`src/rtl/osr_pkg.sv`:
```
package osr_pkg;
  localparam int OSR_NUM_LINE = 3;
  localparam int OSR_SEL_OFF  = 0;

  typedef struct packed {
    logic rise;
    logic level;
  } osr_wave_t;
endpackage

```
`src/rtl/osr_src_mux.sv`:
```
module osr_src_mux #(
  parameter int NUM_PORTS = 12,
  parameter int DIV_W     = 27,
  parameter int DS3_DIV   = 44736000,
  parameter int E3_DIV    = 34368000,
  parameter int STS_DIV   = 51840000,
  localparam int NUM_SRC  = osr_pkg::OSR_NUM_LINE + NUM_PORTS,
  localparam int SEL_W    = $clog2(NUM_SRC + 1)
) (
  input  logic [SEL_W-1:0]   sel_i,
  input  logic [NUM_SRC-1:0] src_tick_i,
  input  logic [DIV_W-1:0]   port_div_i,
  output logic               tick_o,
  output logic [DIV_W-1:0]   div_o
);
  logic [DIV_W-1:0] div_tab [NUM_SRC];
  logic [DIV_W-1:0] div_raw;
  logic [SEL_W-1:0] idx;

  for (genvar g = 0; g < NUM_SRC; g++) begin : g_div
    if (g == 0) begin : g_ds3
      assign div_tab[g] = DIV_W'(DS3_DIV);
    end else if (g == 1) begin : g_e3
      assign div_tab[g] = DIV_W'(E3_DIV);
    end else if (g == 2) begin : g_sts
      assign div_tab[g] = DIV_W'(STS_DIV);
    end else begin : g_port
      assign div_tab[g] = port_div_i;
    end
  end

  assign idx = sel_i - SEL_W'(1);

  always_comb begin
    tick_o  = 1'b0;
    div_raw = DIV_W'(2);
    if (sel_i != SEL_W'(osr_pkg::OSR_SEL_OFF) && int'(sel_i) <= NUM_SRC) begin
      tick_o  = src_tick_i[idx];
      div_raw = div_tab[idx];
    end
  end

  assign div_o = (div_raw < DIV_W'(2)) ? DIV_W'(2) : div_raw;
endmodule

```
`src/rtl/osr_divider.sv`:
```
module osr_divider #(
  parameter int DIV_W = 27,
  parameter int SEL_W = 4
) (
  input  logic                clk,
  input  logic                rst,
  input  logic [SEL_W-1:0]    sel_i,
  input  logic                tick_i,
  input  logic [DIV_W-1:0]    div_i,
  output osr_pkg::osr_wave_t  nxt_o,
  output logic                sq_o
);
  logic [SEL_W-1:0] sel_q;
  logic [DIV_W-1:0] cnt_q, cnt_d, hi_len, lo_len, need;
  logic             sq_q, sq_d;

  assign hi_len = div_i >> 1;
  assign lo_len = div_i - hi_len;
  assign need   = sq_q ? hi_len : lo_len;

  always_comb begin
    cnt_d = cnt_q;
    sq_d  = sq_q;
    if (sel_i == SEL_W'(osr_pkg::OSR_SEL_OFF) || sel_i != sel_q) begin
      cnt_d = '0;
      sq_d  = 1'b0;
    end else if (tick_i) begin
      if (cnt_q >= need - DIV_W'(1)) begin
        cnt_d = '0;
        sq_d  = ~sq_q;
      end else begin
        cnt_d = cnt_q + DIV_W'(1);
      end
    end
  end

  always_ff @(posedge clk) begin
    if (rst) begin
      sel_q <= '0;
      cnt_q <= '0;
      sq_q  <= 1'b0;
    end else begin
      sel_q <= sel_i;
      cnt_q <= cnt_d;
      sq_q  <= sq_d;
    end
  end

  assign nxt_o.rise  = sq_d & ~sq_q;
  assign nxt_o.level = sq_d;
  assign sq_o        = sq_q;


  off_low_chk: assert property (@(posedge clk) disable iff (rst)
    sel_i == SEL_W'(0) |=> !sq_q);

  sel_change_low_chk: assert property (@(posedge clk) disable iff (rst)
    sel_i != sel_q |=> !sq_q);

  rise_on_tick_chk: assert property (@(posedge clk) disable iff (rst)
    $rose(sq_q) |-> $past(tick_i));
endmodule

```
`src/rtl/osr_event.sv`:
```
module osr_event (
  input  logic               clk,
  input  logic               rst,
  input  osr_pkg::osr_wave_t nxt_i,
  input  logic [1:0]         pm_mode_i,
  input  logic               irq_en_i,
  input  logic               pin_oe_i,
  input  logic               stat_clr_i,
  output logic               stat_o,
  output logic               irq_o,
  output logic               pm_upd_o,
  output logic               pin_o
);
  logic stat_d;

  assign stat_d = nxt_i.rise | (stat_o & ~stat_clr_i);

  always_ff @(posedge clk) begin
    if (rst) begin
      stat_o   <= 1'b0;
      irq_o    <= 1'b0;
      pm_upd_o <= 1'b0;
      pin_o    <= 1'b0;
    end else begin
      stat_o   <= stat_d;
      irq_o    <= irq_en_i & stat_d;
      pm_upd_o <= nxt_i.rise & pm_mode_i[1];
      pin_o    <= pin_oe_i & nxt_i.level;
    end
  end


  stat_sticky_chk: assert property (@(posedge clk) disable iff (rst)
    stat_o && !stat_clr_i |=> stat_o);

  pm_mode_gate_chk: assert property (@(posedge clk) disable iff (rst)
    !pm_mode_i[1] |=> !pm_upd_o);

  pin_gate_chk: assert property (@(posedge clk) disable iff (rst)
    !pin_oe_i |=> !pin_o);

  irq_gate_chk: assert property (@(posedge clk) disable iff (rst)
    !irq_en_i |=> !irq_o);
endmodule

```
`src/rtl/one_sec_ref_gen.sv`:
```
module one_sec_ref_gen #(
  parameter int NUM_PORTS = 12,
  parameter int DIV_W     = 27,
  parameter int DS3_DIV   = 44736000,
  parameter int E3_DIV    = 34368000,
  parameter int STS_DIV   = 51840000,
  localparam int NUM_SRC  = osr_pkg::OSR_NUM_LINE + NUM_PORTS,
  localparam int SEL_W    = $clog2(NUM_SRC + 1)
) (
  input  logic               clk,
  input  logic               rst,
  input  logic [NUM_SRC-1:0] src_tick_i,
  input  logic [SEL_W-1:0]   sel_i,
  input  logic [DIV_W-1:0]   port_div_i,
  input  logic [1:0]         pm_mode_i,
  input  logic               irq_en_i,
  input  logic               pin_oe_i,
  input  logic               stat_clr_i,
  output logic               sq_o,
  output logic               stat_o,
  output logic               irq_o,
  output logic               pm_upd_o,
  output logic               pin_o
);
  logic               tick;
  logic [DIV_W-1:0]   div_eff;
  osr_pkg::osr_wave_t wave_nxt;

  osr_src_mux #(
    .NUM_PORTS(NUM_PORTS), .DIV_W(DIV_W),
    .DS3_DIV(DS3_DIV), .E3_DIV(E3_DIV), .STS_DIV(STS_DIV)
  ) u_mux (
    .sel_i(sel_i), .src_tick_i(src_tick_i), .port_div_i(port_div_i),
    .tick_o(tick), .div_o(div_eff)
  );

  osr_divider #(.DIV_W(DIV_W), .SEL_W(SEL_W)) u_div (
    .clk(clk), .rst(rst), .sel_i(sel_i), .tick_i(tick), .div_i(div_eff),
    .nxt_o(wave_nxt), .sq_o(sq_o)
  );

  osr_event u_evt (
    .clk(clk), .rst(rst), .nxt_i(wave_nxt), .pm_mode_i(pm_mode_i),
    .irq_en_i(irq_en_i), .pin_oe_i(pin_oe_i), .stat_clr_i(stat_clr_i),
    .stat_o(stat_o), .irq_o(irq_o), .pm_upd_o(pm_upd_o), .pin_o(pin_o)
  );


  reset_quiet_chk: assert property (@(posedge clk)
    rst |=> !sq_o && !stat_o && !irq_o && !pm_upd_o && !pin_o);
endmodule

```
`config.mk`:
```
export PLATFORM = sky130hd
export DESIGN_NAME = one_sec_ref_gen
export DESIGN_NICKNAME = d
export VERILOG_FILES = /design/src/rtl/osr_pkg.sv /design/src/rtl/osr_src_mux.sv /design/src/rtl/osr_divider.sv /design/src/rtl/osr_event.sv /design/src/rtl/one_sec_ref_gen.sv
export SDC_FILE = /design/constraint.sdc
export NUM_CORES = 1
export LEC_CHECK = 0
export BUFFER_PORTS_ARGS = -buffer_cell sky130_fd_sc_hd__buf_2
export CAP_MARGIN = 20
export CORE_UTILIZATION = 42
export DETAILED_ROUTE_END_ITERATION = 10
export MAX_ROUTING_LAYER = met4
export PLACE_DENSITY_LB_ADDON = 0.12
export REMOVE_ABC_BUFFERS = 1
export SYNTH_ARGS = -nofsm -noshare
export SYNTH_HDL_FRONTEND = slang
export SYNTH_SLANG_ARGS = --single-unit
export TNS_END_PERCENT = 100
```
`constraint.sdc`:
```
create_clock -name clk -period 11.1 [get_ports clk]
set_input_delay 1.665 -clock clk [delete_from_list [all_inputs] [get_ports clk]]
set_output_delay 1.665 -clock clk [all_outputs]
set_load 0.03 [all_outputs]
```
-- Word level (Yosys, flattened, before mapping)
Index checks and enable logic that the tools add are counted.
- bits in registers: 36
- bits of input ports: 53
- output and inout bits: 5
- word-level logic and storage cells: 42
- add/subtract/negate cells: 4
- $lt $le $gt $ge: 4
- equality and inequality tests: 1
- muxes and demuxes: 13
- bitwise operators: 9
- reductions and logical operators: 4
- operator list (kind ; number):
    2-to-1 mux 27 bit ; 6
    binary-select mux 27 bit (select 4 bit) ; 1
    adder 27 x 1 -> 27 bit (second input constant) ; 1
    greater-or-equal comparator 27 bit ; 1
    less-than comparator 27 x 2 -> 1 bit (second input constant) ; 1
    subtractor 27 x 1 -> 27 bit (second input constant) ; 1
    subtractor 27 x 26 -> 27 bit ; 1
    bitwise AND 1 bit ; 5
    greater-or-equal comparator 5 bit (second input constant) ; 1
    less-than comparator 4 x 5 -> 1 bit (second input constant) ; 1
    2-to-1 mux 1 bit ; 5
    NOT 4 -> 5 bit ; 1
    binary-select mux 1 bit (select 4 bit) ; 1
    logical NOT 4 bit ; 1
    != test 4 bit ; 1
    nonzero test 4 bit ; 1
    subtractor 4 x 1 -> 4 bit (second input constant) ; 1
    NOT 1 bit ; 2
    OR reduction 2 bit ; 1
    logical OR 1 bit ; 1
    bitwise OR 1 bit ; 1

-- Longest topological paths before layout
Gate-level depths: netlist (run 1).
- word-level depth: 18
- gate-level depth with buffers: 43
- gate-level depth less buffers: 36

-- Modules after synthesis
From an unflattened synthesis (run 1), not the netlist that was laid out.
- cell total of the unflattened synthesis: 785
- area, all modules: 5808.1 um^2
- modules (own cells, without submodules) (module ; times used ; cells an instance ; area an instance (um^2) ; seq. area each (um^2)):
    osr_divider ; 1 ; 579 ; 4398.0 ; 640.6
    osr_src_mux ; 1 ; 193 ; 1277.5 ; 0.0
    osr_event ; 1 ; 13 ; 132.6 ; 80.1

-- Worst setup path before layout (run 1)
Ideal clock, no wire load.
- path kind: input port to flip-flop
- start: input sel_i[1]
- end: register u_div.cnt_q[0]
- setup time: 0.128 ns
- arrival time: 9.157 ns
- data required time: 10.972 ns
- setup slack: 1.815 ns
- stages: 40
- buffers on the path: 6
- cells stage by stage: buf_4 -> buf_4 -> inv_1 -> ha_1 -> buf_4 -> buf_2 -> o2111ai_2 -> a32oi_2 -> o32ai_1 -> or4_4 -> nor3_4 -> a211oi_1 -> inv_1 -> ha_1 -> inv_1 -> ha_1 -> a311oi_1 -> nand3_1 -> (+4 left out) -> nand4_2 -> nor2_1 -> xnor2_1 -> ha_1 -> nand4_1 -> nor3_1 -> a21oi_1 -> a21boi_0 -> o21ai_0 -> nand2b_1 -> a21oi_1 -> o31ai_1 -> o21ai_0 -> a21boi_0 -> or2_2 -> clkbuf_1 -> clkbuf_1 -> nor2_1
- longest elaborated chain between the ends: 13
- elaborated cells on any way between the ends: 21
- classes of those cells: add/sub (3); order compare (2); eq/ne (1); mux (10); bitwise (1); reduce/logical (4)
- ends and longest elaborated chain (element ; line ; text):
    from (decl) ; one_sec_ref_gen.sv:13 ; input logic [SEL_W-1:0] sel_i,
    subtractor 4 x 1 -> 4 bit ; osr_src_mux.sv:32 ; assign idx = sel_i - SEL_W'(1);
    NOT 4 -> 5 bit (implied by the code) ; osr_src_mux.sv:39 ; div_raw = div_tab[idx];
    binary-select mux 27 bit (select 4 bit) ; osr_src_mux.sv:39 ;
    2-to-1 mux 27 bit (implied by the code) (2 in a row) ; osr_src_mux.sv:39 ;
    2-to-1 mux 27 bit ; osr_src_mux.sv:37 ; if (sel_i != SEL_W'(osr_pkg::OSR_SEL_OFF) && int'(sel_i) <= NUM_SRC) begin
    less-than comparator 27 x 2 -> 1 bit ; osr_src_mux.sv:43 ; assign div_o = (div_raw < DIV_W'(2)) ? DIV_W'(2) : div_raw;
    2-to-1 mux 27 bit ; osr_src_mux.sv:43 ;
    subtractor 27 x 26 -> 27 bit ; osr_divider.sv:18 ; assign lo_len = div_i - hi_len;
    2-to-1 mux 27 bit ; osr_divider.sv:19 ; assign need = sq_q ? hi_len : lo_len;
    subtractor 27 x 1 -> 27 bit ; osr_divider.sv:28 ; if (cnt_q >= need - DIV_W'(1)) begin
    greater-or-equal comparator 27 bit ; osr_divider.sv:28 ;
    2-to-1 mux 27 bit ; osr_divider.sv:28 ;
    to (signal assigned) ; osr_divider.sv:44 ; cnt_q <= cnt_d;
    to (decl) ; osr_divider.sv:14 ; logic [DIV_W-1:0] cnt_q, cnt_d, hi_len, lo_len, need;
Parallel ways exist; a longest one is shown, timed or not. The select of a mux whose other input is x is not followed.
A chain may end at the register's enable or synchronous reset.

-- Worst setup path in the final report (run 1)
- start: input sel_i[0]
- end: register u_div.cnt_q[11]
Same word-level chain as after synthesis.

==> impl_results.md, run 1 <==
- Multi-input gate area in the final layout: 5520 um2
- Standard cell with the maximum stage delay on the critical path: ha_1
- Initial cell density of the core: between 40% and 50%
- Via count of the first global-routing pass: 6113
- Longest Clk Path Bufs: 2
- Worst slew pin tran: about 0.69 ns
- Total area of sequential cells: approximately 720 um2
- Delay-heaviest family, CP: simple AND/OR/NAND/NOR gates
- Avg Inst Size Synth: approximately 7.3 um2
- Number of primary I/O pins: 58
- Portion of synthesized cell area occupied by the leading cell type: 10.7%
- Switching power share of the total: a little over two fifths
- First-pass GRT wire length: 31500 um
- DIE AREA: 16500 um2
- WP buf/inv: 5
- Maximum fanout along the worst path: 26
- Max-capacitance violation count: 0
- Congestion Overflow GR: 0
- Share of async-settable or async-resettable flops after synthesis: 0%
- Post-synthesis instance area: 6730 um2
- Number of enable-type register cells in the synthesized netlist: 0
- Ant diodes: 0
- Total via count in the routed design: 6817
- Biggest cell delay along the critical path: 0.61 ns
- Ratio of routed vias to standard cells: 5.89
- Area added between synthesis and finish: 8.70%
- Largest cells by area after synthesis: dfxtp_1 11%, ha_1 9.1%, nor2_1 6.4%
- Sequential area share after synthesis: between 10 and 15%
- Cell leakage power: 3.00 nW
- Average wire per standard cell: 16.5 um
- Placement Setup Slack: 0.468 ns
- Internal power consumption: between 400 and 500 uW
- Sw Pwr: 364 uW
- Final worst path period need: 9.89 ns
- Synthesized instance count: 920
- Warning count from the yosys run: 0
- Final worst setup slack: 1.21 ns
- Most prevalent standard cell on the critical path: ha_1
- Flip-flop and latch count after synthesis: 36
- Fraction of power consumed by the clock network: ~25%
- Post-route DRC: 0
- Total of hold buffers inserted after clock tree synthesis: 0
- Vert. Die Dim: around 130 um
- Number of inserted filler cells in the final layout: 1598
- First-pass detailed-route iteration total: 5
- CP arrival: 10.11 ns
- FF-to-FF setup slack: 5.35 ns
- Number of antenna violations at the first check in global routing: 0
- # H-tree levels: 2
- Total number of clock tree sinks: 36
- Setup repair after global routing missed its margin: no
- Final clock skew: ~0.0092 ns
- Starting DRT DRC Count: 468
- Sequential share of power: 15.3%
- Maximum operating frequency: 101 MHz
- Power per cell area: 116 nW/um2
- Library cell with the largest summed area after synthesis: dfxtp_1
- Top FF cell, synth: dfxtp_1
- Post-CTS setup buffers: 0
- Comb pwr share: roughly three fifths
- CTS-repair resized insts: 0
- Layout net count: 1048
- Port Buffers: 56
- Most instantiated library cell after synthesis: nor2_1
- Clk root buf: clkbuf_16
- Fraction of final layout cells sized beyond drive strength 1: 15.9%
- Overall die width: roughly 130 um
- Hold Vio Cnt, Final: 0
- Antenna Nets Post-Route: 0
- Later-pin clock latency in the skew report: around 0.29 ns
- Number of clock buffers inserted by TritonCTS: 5
- Number of different library cells in the post-synthesis netlist: between 100 and 150
- Period utilization: approximately 89%
- Required time of the worst setup path: between 10 and 15 ns
- Total Negative Setup Slacks: 0 ns
- Critical path launch point type: input pin
- Pin count of the biggest net entering global routing: 60
- WS Path Type: input pin to flip-flop
- Setup Viol. Count Final: 0
- TritonCTS clock tree: done
- Type of the most critical hold path: flip-flop to flip-flop
- Endpoint kind of the worst setup timing path: flip-flop
- Clock transition at path regs: 0.06 ns
- Core region area: 15400 um2
- Number of standard-cell rows in the floorplan: between 40 and 50
- Tightest slew margin relative to the limit: 54.0%
- Maximum vdd drop: ~0.074 mV
- Top cell types by occurrence after synthesis: 114 x nor2_1, 77 x nand2_1, 53 x a21oi_1, 49 x ha_1, 46 x inv_1
- Aggregate global-route resource usage: 24.6%
- Dpl hpwl: roughly 15000 um
- Result of the run: finished, final reports clean
- Final weighted congestion in routability-driven placement: 0.947
- Final count of pins violating max slew: 0
- Drt total wl: around 19000 um
cells by family after synthesis:
kind of cell | Yosys count | synth area share [%]
AOI/OAI and AO/OA | 260 | 28.6
xor gates and xnor gates | 69 | 9.26
adders and majority gates | 49 | 9.11
buffers and inverters | 101 | 7.27
DFF | 36 | 10.7
muxes | 15 | 2.86
and+or+nand+nor | 390 | 32.1
worst paths after layout:
| path | endpoint | start | cells after the start |
|---|---|---|---|
| max | u_div.cnt_q[11] | sel_i[0] | 37 |
| min | u_div.cnt_q[26] | u_div.cnt_q[26] | 2 |
| max reg2reg | u_div.cnt_q[11] | u_div.sq_o | 26 |
| min reg2reg | u_div.cnt_q[26] | u_div.cnt_q[26] | 2 |
metal layers:
metal | global-route usage, % | up-vias | wire length [um] | part of all wire [%]
met3 | 3.16 | 30 | 1170 | 6.1
met1 | 33.1 | 3114 | 8980 | 47
met4 | 7.68 | 0 | 466 | 2.4
li1 | - | 3438 | - | -
met5 | - | - | 0 | 0
met2 | 38.0 | 235 | 8530 | 45
sequential cells by signal (all words and copies together) (netlist names):
signal / flops
u_div.sq_o: 1
u_evt.irq_o: 1
u_evt.stat_o: 1
u_evt.pin_o: 1
u_div.sel_q: 4
u_div.cnt_q: 27
u_evt.pm_upd_o: 1
layout by cell type (no fill, tap or decap), types with 28 or more instances in the layout:
cell type and count:
nor2_1 114, nand2_1 77, buf_2 56, a21oi_1 53
ha_1 49, inv_1 46, o21ai_0 43, xnor2_1 40
dfxtp_1 35, xor2_1 28
per-stage QoR:
stage | area, um2 | hold slack (ns) | instances | total power [mW] | utilization [%]
floorplan | 6420 | 0.485 | 868 | 0.515 | -
global placement | 7080 | 0.504 | 1149 | 0.638 | 45.9
detailed placement | 7080 | 0.519 | 1149 | 0.639 | 45.9
CTS | 7290 | 0.533 | 1157 | 0.852 | 47.3
global route | 7320 | 0.578 | 1158 | 0.921 | 47.4
finish | 7320 | 0.522 | 1158 | 0.852 | 47.4
tightest hold or removal path, stage by stage (launching register included):
cell and delay, ns:
dfxtp_1 0.34, xor2_1 0.07, nor2_1 0.07
final cells by class:
cell class              instances  share of cell area (%)
flip-flops and latches         36                    9.87
multi-input cells             783                    75.5
repair buffers                 71                    5.61
well taps                     211                    3.61
inverters                      49                    2.51
clock inverters                 3                    1.23
clock buffers                   5                    1.71
power groups by stage:
stage                     Clock [mW]  Sequential (mW)  Combinational [mW]
final                          0.209            0.131               0.512
after global routing           0.218            0.131               0.572
after CTS                      0.213            0.130               0.508
after detailed placement           0            0.133               0.506
after global placement             0            0.133               0.505
after floorplan                    0            0.133               0.382
Note: power is estimated with default switching activity, not from simulation.
==> run 2: changes to the inputs <==
--- a/config.mk
+++ b/config.mk
@@ -5,9 +5,12 @@
 export SDC_FILE = /design/constraint.sdc
 export NUM_CORES = 1
 export LEC_CHECK = 0
+export ABC_AREA = 1
 export BUFFER_PORTS_ARGS = -buffer_cell sky130_fd_sc_hd__buf_2
 export CAP_MARGIN = 20
-export CORE_UTILIZATION = 42
+export CELL_PAD_IN_SITES_DETAIL_PLACEMENT = 0
+export CELL_PAD_IN_SITES_GLOBAL_PLACEMENT = 1
+export CORE_UTILIZATION = 38
 export DETAILED_ROUTE_END_ITERATION = 10
 export MAX_ROUTING_LAYER = met4
 export PLACE_DENSITY_LB_ADDON = 0.12
==> constraint.sdc (replaced) <==
create_clock -name clk -period 8 [get_ports clk]
set_input_delay 1.2 -clock clk [delete_from_list [all_inputs] [get_ports clk]]
set_output_delay 1.2 -clock clk [all_outputs]
set_load 0.03 [all_outputs]
==> impl_results.md, run 2 <==
- Result of the run: finished, final reports clean
- Maximum vdd drop: 0.140 mV
- Number of cells traversed by the worst register-to-register path: 33
- Post-route DRC: 0
- Core region area: roughly 17000 um2
- Overall die width: 134 um
- Worst slew pin tran: 0.601 ns
- Layout net count: 1339
- Endpoint of the worst-slack reg-to-reg timing path: u_evt.stat_o
- Share of async-settable or async-resettable flops after synthesis: 0%
- Total number of clock tree sinks: 36
- Commonest non-fill, non-tap cell in the layout: nand2_1
- Drt total wl: 20200 um
- Largest cells by area after synthesis: nand2_1 21%, dfxtp_1 11%, ha_1 9.3%
- Vert. Die Dim: 134 um
- Final weighted congestion in routability-driven placement: 0.921
- Clock transition at path regs: around 0.060 ns
- Cell leakage power: 3.74 nW
- TritonCTS clock tree: done
- Number of standard-cell rows in the floorplan: 47
- Top FF cell, synth: dfxtp_1
- Maximum operating frequency: 138 MHz
- Ratio of routed vias to standard cells: approximately 5
- Via count of the first global-routing pass: 6694
- Starting DRT DRC Count: 401
- Setup repair after global routing missed its margin: no
- Total via count in the routed design: 7283
- Tightest slew margin relative to the limit: 59.6%
- Longest Clk Path Bufs: 2
- Commonest cells after routing, fill and taps aside: 362 x nand2_1, 149 x inv_1, 126 x nor2_1
- DIE AREA: 17800 um2
- Library cell with the largest summed area after synthesis: nand2_1
- Biggest cell delay along the critical path: 0.42 ns
- Warning count from the yosys run: 0
- WS Path Type: input pin to flip-flop
- Later-pin clock latency in the skew report: 0.28 ns
- Initial cell density of the core: around two fifths
- Portion of synthesized cell area occupied by the leading cell type: 20.7%
- Aggregate global-route resource usage: about a quarter
- Setup Viol. Count Final: 0
- Post-CTS setup buffers: 0
- CTS-repair resized insts: 0
- Pin count of the biggest net entering global routing: 35
- Avg Inst Size Synth: 5.61 um2
- First-pass GRT wire length: 33000 um
- Dpl hpwl: 16900 um
- CP arrival: 7.46 ns
- Number of enable-type register cells in the synthesized netlist: 0
- Worst Hold Depth: 2
- Most instantiated library cell after synthesis: nand2_1
- Final Cell Area: 7390 um2
- Endpoint kind of the worst setup timing path: flip-flop
- Critical path launch point type: input pin
- Ant diodes: 0
- Flip-flop count of the largest register after layout: 27
- Antenna Nets Post-Route: 0
- Synthesized instance count: ~1.2k
- Clk root buf: clkbuf_16
- Number of clock buffers inserted by TritonCTS: 5
- First-pass detailed-route iteration total: 5
- Placement Setup Slack: -0.000830 ns
- Maximum fanout along the worst path: 10
- Post-place instance area: approximately 7200 um2
- Top cell types by occurrence after synthesis: 363 x nand2_1, 149 x inv_1, 126 x nor2_1, 96 x nand3_1, 53 x a21oi_1
- WHS Endpoint: u_div.cnt_q[8]
- Final clock skew: about 0.0055 ns
- Max-capacitance violation count: 0
- Fraction of final layout cells sized beyond drive strength 1: 14.5%
- Port Buffers: 56
- R2R Path Start: u_div.sq_o
- Sequential area share after synthesis: 11.0%
- Number of antenna violations at the first check in global routing: 0
- Final worst path period need: 7.23 ns
- Type of the most critical hold path: flip-flop to flip-flop
- Standard cell with the maximum stage delay on the critical path: ha_1
- Area added between synthesis and finish: 12.3%
- Final count of pins violating max slew: 0
- Number of primary I/O pins: 58
- Final worst setup slack: between 0.7 and 0.8 ns
- Power per cell area: 167 nW/um2
- Congestion Overflow GR: 0
- Number of different library cells in the post-synthesis netlist: 55
- Largest registers: u_div.cnt_q x27, u_div.sel_q x4
- Startpoint of the worst hold path: u_div.cnt_q[8]
- # H-tree levels: 2
- Post-synthesis instance area: about 6600 um2
- Total of hold buffers inserted after clock tree synthesis: 0
- Hold Vio Cnt, Final: 0
- Most prevalent standard cell on the critical path: nand2_1
- FF-to-FF setup slack: between 3 and 4 ns
- Required time of the worst setup path: 8.22 ns
- Flip-flop and latch count after synthesis: 36
- Register with the highest flop count: u_div.cnt_q
- Period utilization: about 90%
- Average wire per standard cell: 13.9 um
==> run 2: cell types whose count changed in the layout (fill, tap and decap cells not counted), sizes merged, moves of 14 or more <==
cell	before	now
buf	70	85
nand3	26	119
nor2	115	142
and3	14	0
inv	49	161
nand2	77	385
xnor2	40	8
==> run 2: layout make-up <==
class,count,area (um2)
clock buffer,6,139
clock inverter,2,10.0
fill,1949,9370
inverter,163,616
multi-input combinational,946,5100
sequential,36,721
tap,220,275
timing repair buffer,85,531
==> run 2: report_power, final <==
part / switching [mW] / internal (mW) / total (mW) / leakage, nW
registers: 0.000642 / 0.181 / 0.181 / 0.291
logic: 0.570 / 0.283 / 0.853 / 3.37
clock network: 0.0769 / 0.123 / 0.200 / 0.0766
==> run 2: how the worst max path moves through the flow <==
stage,from,to,slack (ns),cells past startpoint
detailed placement,sel_i[1],u_evt.stat_o,-0.0008,53
finish,sel_i[0],u_evt.stat_o,0.77,52
global placement,sel_i[1],u_evt.irq_o,0.04,53
CTS,sel_i[1],u_evt.stat_o,0.28,50
floorplan,sel_i[0],u_evt.irq_o,0.96,48
global route,sel_i[1],u_evt.irq_o,0.08,52
==> run 2: critical path, delay by kind of cell <==
| kind | cells | cell delay [ns] |
|---|---|---|
| AOI/OAI and AO/OA | 8 | 1.11 |
| adders and majority gates | 4 | 1.08 |
| and+or+nand+nor | 31 | 3.01 |
| buffers and inverters | 9 | 1.04 |
==> run 2: cell families (layout without fill, tap and decap cells) <==
group | after synthesis | count (layout) | synth area share, %
xor gates and xnor gates | 30 | 30 | 4.22
DFF | 36 | 36 | 11.0
adders and majority gates | 49 | 49 | 9.32
and+or+nand+nor | 715 | 715 | 50.2
buffers and inverters | 190 | 256 | 11.8
AOI/OAI and AO/OA | 152 | 152 | 13.5
==> run 2: metrics by stage <==
| stage | total power, mW | hold WS (ns) | util, % | cells | setup TNS, ns |
|---|---|---|---|---|---|
| 6_report | 1.23 | 0.482 | 44.1 | 1458 | 0 |
| 5_1_grt | 1.36 | 0.501 | 44.1 | 1458 | 0 |
| 4_1_cts | 1.23 | 0.487 | 43.8 | 1457 | 0 |
| 3_5_place_dp | 1.03 | 0.477 | 42.9 | 1449 | -0.000830 |
| 3_3_place_gp | 1.02 | 0.471 | 42.9 | 1449 | 0 |
| 2_1_floorplan | 0.802 | 0.446 | - | 1145 | 0 |
==> run 2: routing by layer <==
layer  global-route usage [%]  part of all wire (%)
met5                        -                     0
met4                     6.19                   1.8
met3                    0.989                   1.9
met2                     38.9                    45
met1                     31.6                    51
==> run 3: changes to the inputs <==
--- a/config.mk
+++ b/config.mk
@@ -13,7 +13,7 @@
 export CORE_UTILIZATION = 38
 export DETAILED_ROUTE_END_ITERATION = 10
 export MAX_ROUTING_LAYER = met4
-export PLACE_DENSITY_LB_ADDON = 0.12
+export PLACE_DENSITY = 0.9
 export REMOVE_ABC_BUFFERS = 1
 export SYNTH_ARGS = -nofsm -noshare
 export SYNTH_HDL_FRONTEND = slang
==> impl_results.md, run 3 (same netlist as run 2, synthesis figures left out) <==
- Setup Viol. Count Final: 0
- Total Negative Setup Slacks: 0 ns
- Worst slew pin tran: 0.554 ns
- Starting DRT DRC Count: 422
- Maximum vdd drop: between 0.15 and 0.2 mV
- Overall die width: 134 um
- Period utilization: between 80 and 90%
- Via count of the first global-routing pass: 6884
- Number of antenna violations at the first check in global routing: 0
- Area added between synthesis and finish: 12.3%
- Tightest slew margin relative to the limit: 62.7%
- Non-filler instance count after layout: between 1k and 1.5k
- Fraction of final layout cells sized beyond drive strength 1: between 10 and 15%
- Core region area: 16800 um2
- Commonest non-fill, non-tap cell in the layout: nand2_1
- Type of the most critical hold path: flip-flop to flip-flop
- Pin count of the biggest net entering global routing: 35
- Final count of pins violating max slew: 0
- Post-route DRC: 0
- Register with the highest flop count: u_div.cnt_q
- Number of primary I/O pins: between 50 and 60
- Vert. Die Dim: 134 um
- Hold Vio Cnt, Final: 0
- # placed instances: 1445
- Cell leakage power: 3.72 nW
- Result of the run: finished, final reports clean
- Ratio of routed vias to standard cells: 5.13
- Layout net count: 1334
- Port Buffers: 56
- Initial cell density of the core: just under 40%
- Total via count in the routed design: 7452
- Total number of clock tree sinks: 36
- Final core utilization: 44.1%
- Max-capacitance violation count: 0
- Total of hold buffers inserted after clock tree synthesis: 0
- Drt total wl: roughly 19000 um
- # H-tree levels: 2
- TritonCTS clock tree: done
- Power per cell area: about 170 nW/um2
- Antenna Nets Post-Route: 0
- Critical path launch point type: input pin
- Average wire per standard cell: between 10 and 15 um
- Later-pin clock latency in the skew report: 0.28 ns
- CP arrival: ~7.4 ns
- Required time of the worst setup path: between 8 and 9 ns
- Top sig layer: met4
- Overall power of the completed layout: 1.25 mW
- Maximum operating frequency: 139 MHz
- Wire length on met2: approximately 8800 um
- Congestion Overflow GR: 0
- Ant diodes: 0
- Final worst path period need: roughly 7.2 ns
- Final weighted congestion in routability-driven placement: 0.965
- Clock transition at path regs: 0.05 ns
- CTS-repair resized insts: 0
- First-pass GRT wire length: 32700 um
- Met3 Wirelength: 825 um
- Standard cell with the maximum stage delay on the critical path: a21boi_0
- Commonest cells after routing, fill and taps aside: 362 x nand2_1, 149 x inv_1, 125 x nor2_1
- Aggregate global-route resource usage: 22.9%
- Final worst setup slack: 0.814 ns
- Longest Clk Path Bufs: 2
- First-pass detailed-route iteration total: 7
- Dpl hpwl: 16200 um
- Post-CTS setup buffers: 0
- DIE AREA: 17800 um2
- Delay-heaviest family, CP: simple AND/OR/NAND/NOR gates
- Biggest cell delay along the critical path: 0.41 ns
- Maximum fanout along the worst path: 8
- Clk root buf: clkbuf_16
- Number of standard-cell rows in the floorplan: 47
- Flip-flop count of the largest register after layout: 27
- Wl on met1: 9280 um
- Number of clock buffers inserted by TritonCTS: 5
- WS Path Type: input pin to flip-flop
- Largest registers: u_div.cnt_q x27, u_div.sel_q x4
- WP buf/inv: 6
- Final clock skew: 0.00444 ns
- Endpoint kind of the worst setup timing path: flip-flop
- Placement Setup Slack: 0.0980 ns
==> run 3: changes by cell type in the layout (fill, tap and decap cells not counted), sizes merged <==
cell,before,now
buf,85,80
clkinv,3,2
bufinv,0,1
==> run 3: stage by stage <==
stage / area [um2] / hold WS (ns)
detailed placement: 7180 / 0.474
finish: 7390 / 0.487
CTS: 7340 / 0.486
global route: 7390 / 0.510
global placement: 7180 / 0.466
floorplan: 6410 / 0.446
==> run 3: worst paths after layout <==
kind | start | endpoint | slack, ns | cells past startpoint
setup / recovery | sel_i[1] | u_evt.irq_o | 0.81 | 45
hold / removal | u_div.cnt_q[8] | u_div.cnt_q[8] | 0.49 | 2
hold reg to reg | u_div.cnt_q[8] | u_div.cnt_q[8] | 0.49 | 2
setup reg to reg | u_div.sq_o | u_evt.irq_o | 2.94 | 30
==> run 3: power breakdown <==
group	internal [mW]	switching (mW)
Clock	0.146	0.0733
Sequential	0.181	0.000587
Combinational	0.280	0.564
Total	0.607	0.638
==> run 3: routing by layer <==
metal	vias to the layer above	track usage, %
li1	3933	-
met5	-	-
met1	3358	30.2
met3	19	1.67
met2	142	37.7
met4	0	6.00
==> run 3: area by class of cell <==
type / instances / area (um2)
Multi-Input combinational cell: 946 / 5110
Clock buffer: 6 / 129
Tap cell: 220 / 275
Inverter: 163 / 616
Clock inverter: 2 / 35.0
Fill cell: 1904 / 9370
Timing Repair Buffer: 80 / 497
Sequential cell: 36 / 721
==> run 3: worst min-delay path: stages, from the launching register on <==
cell and delay [ns]:
dfxtp_1 0.32, inv_1 0.06, a211oi_1 0.05
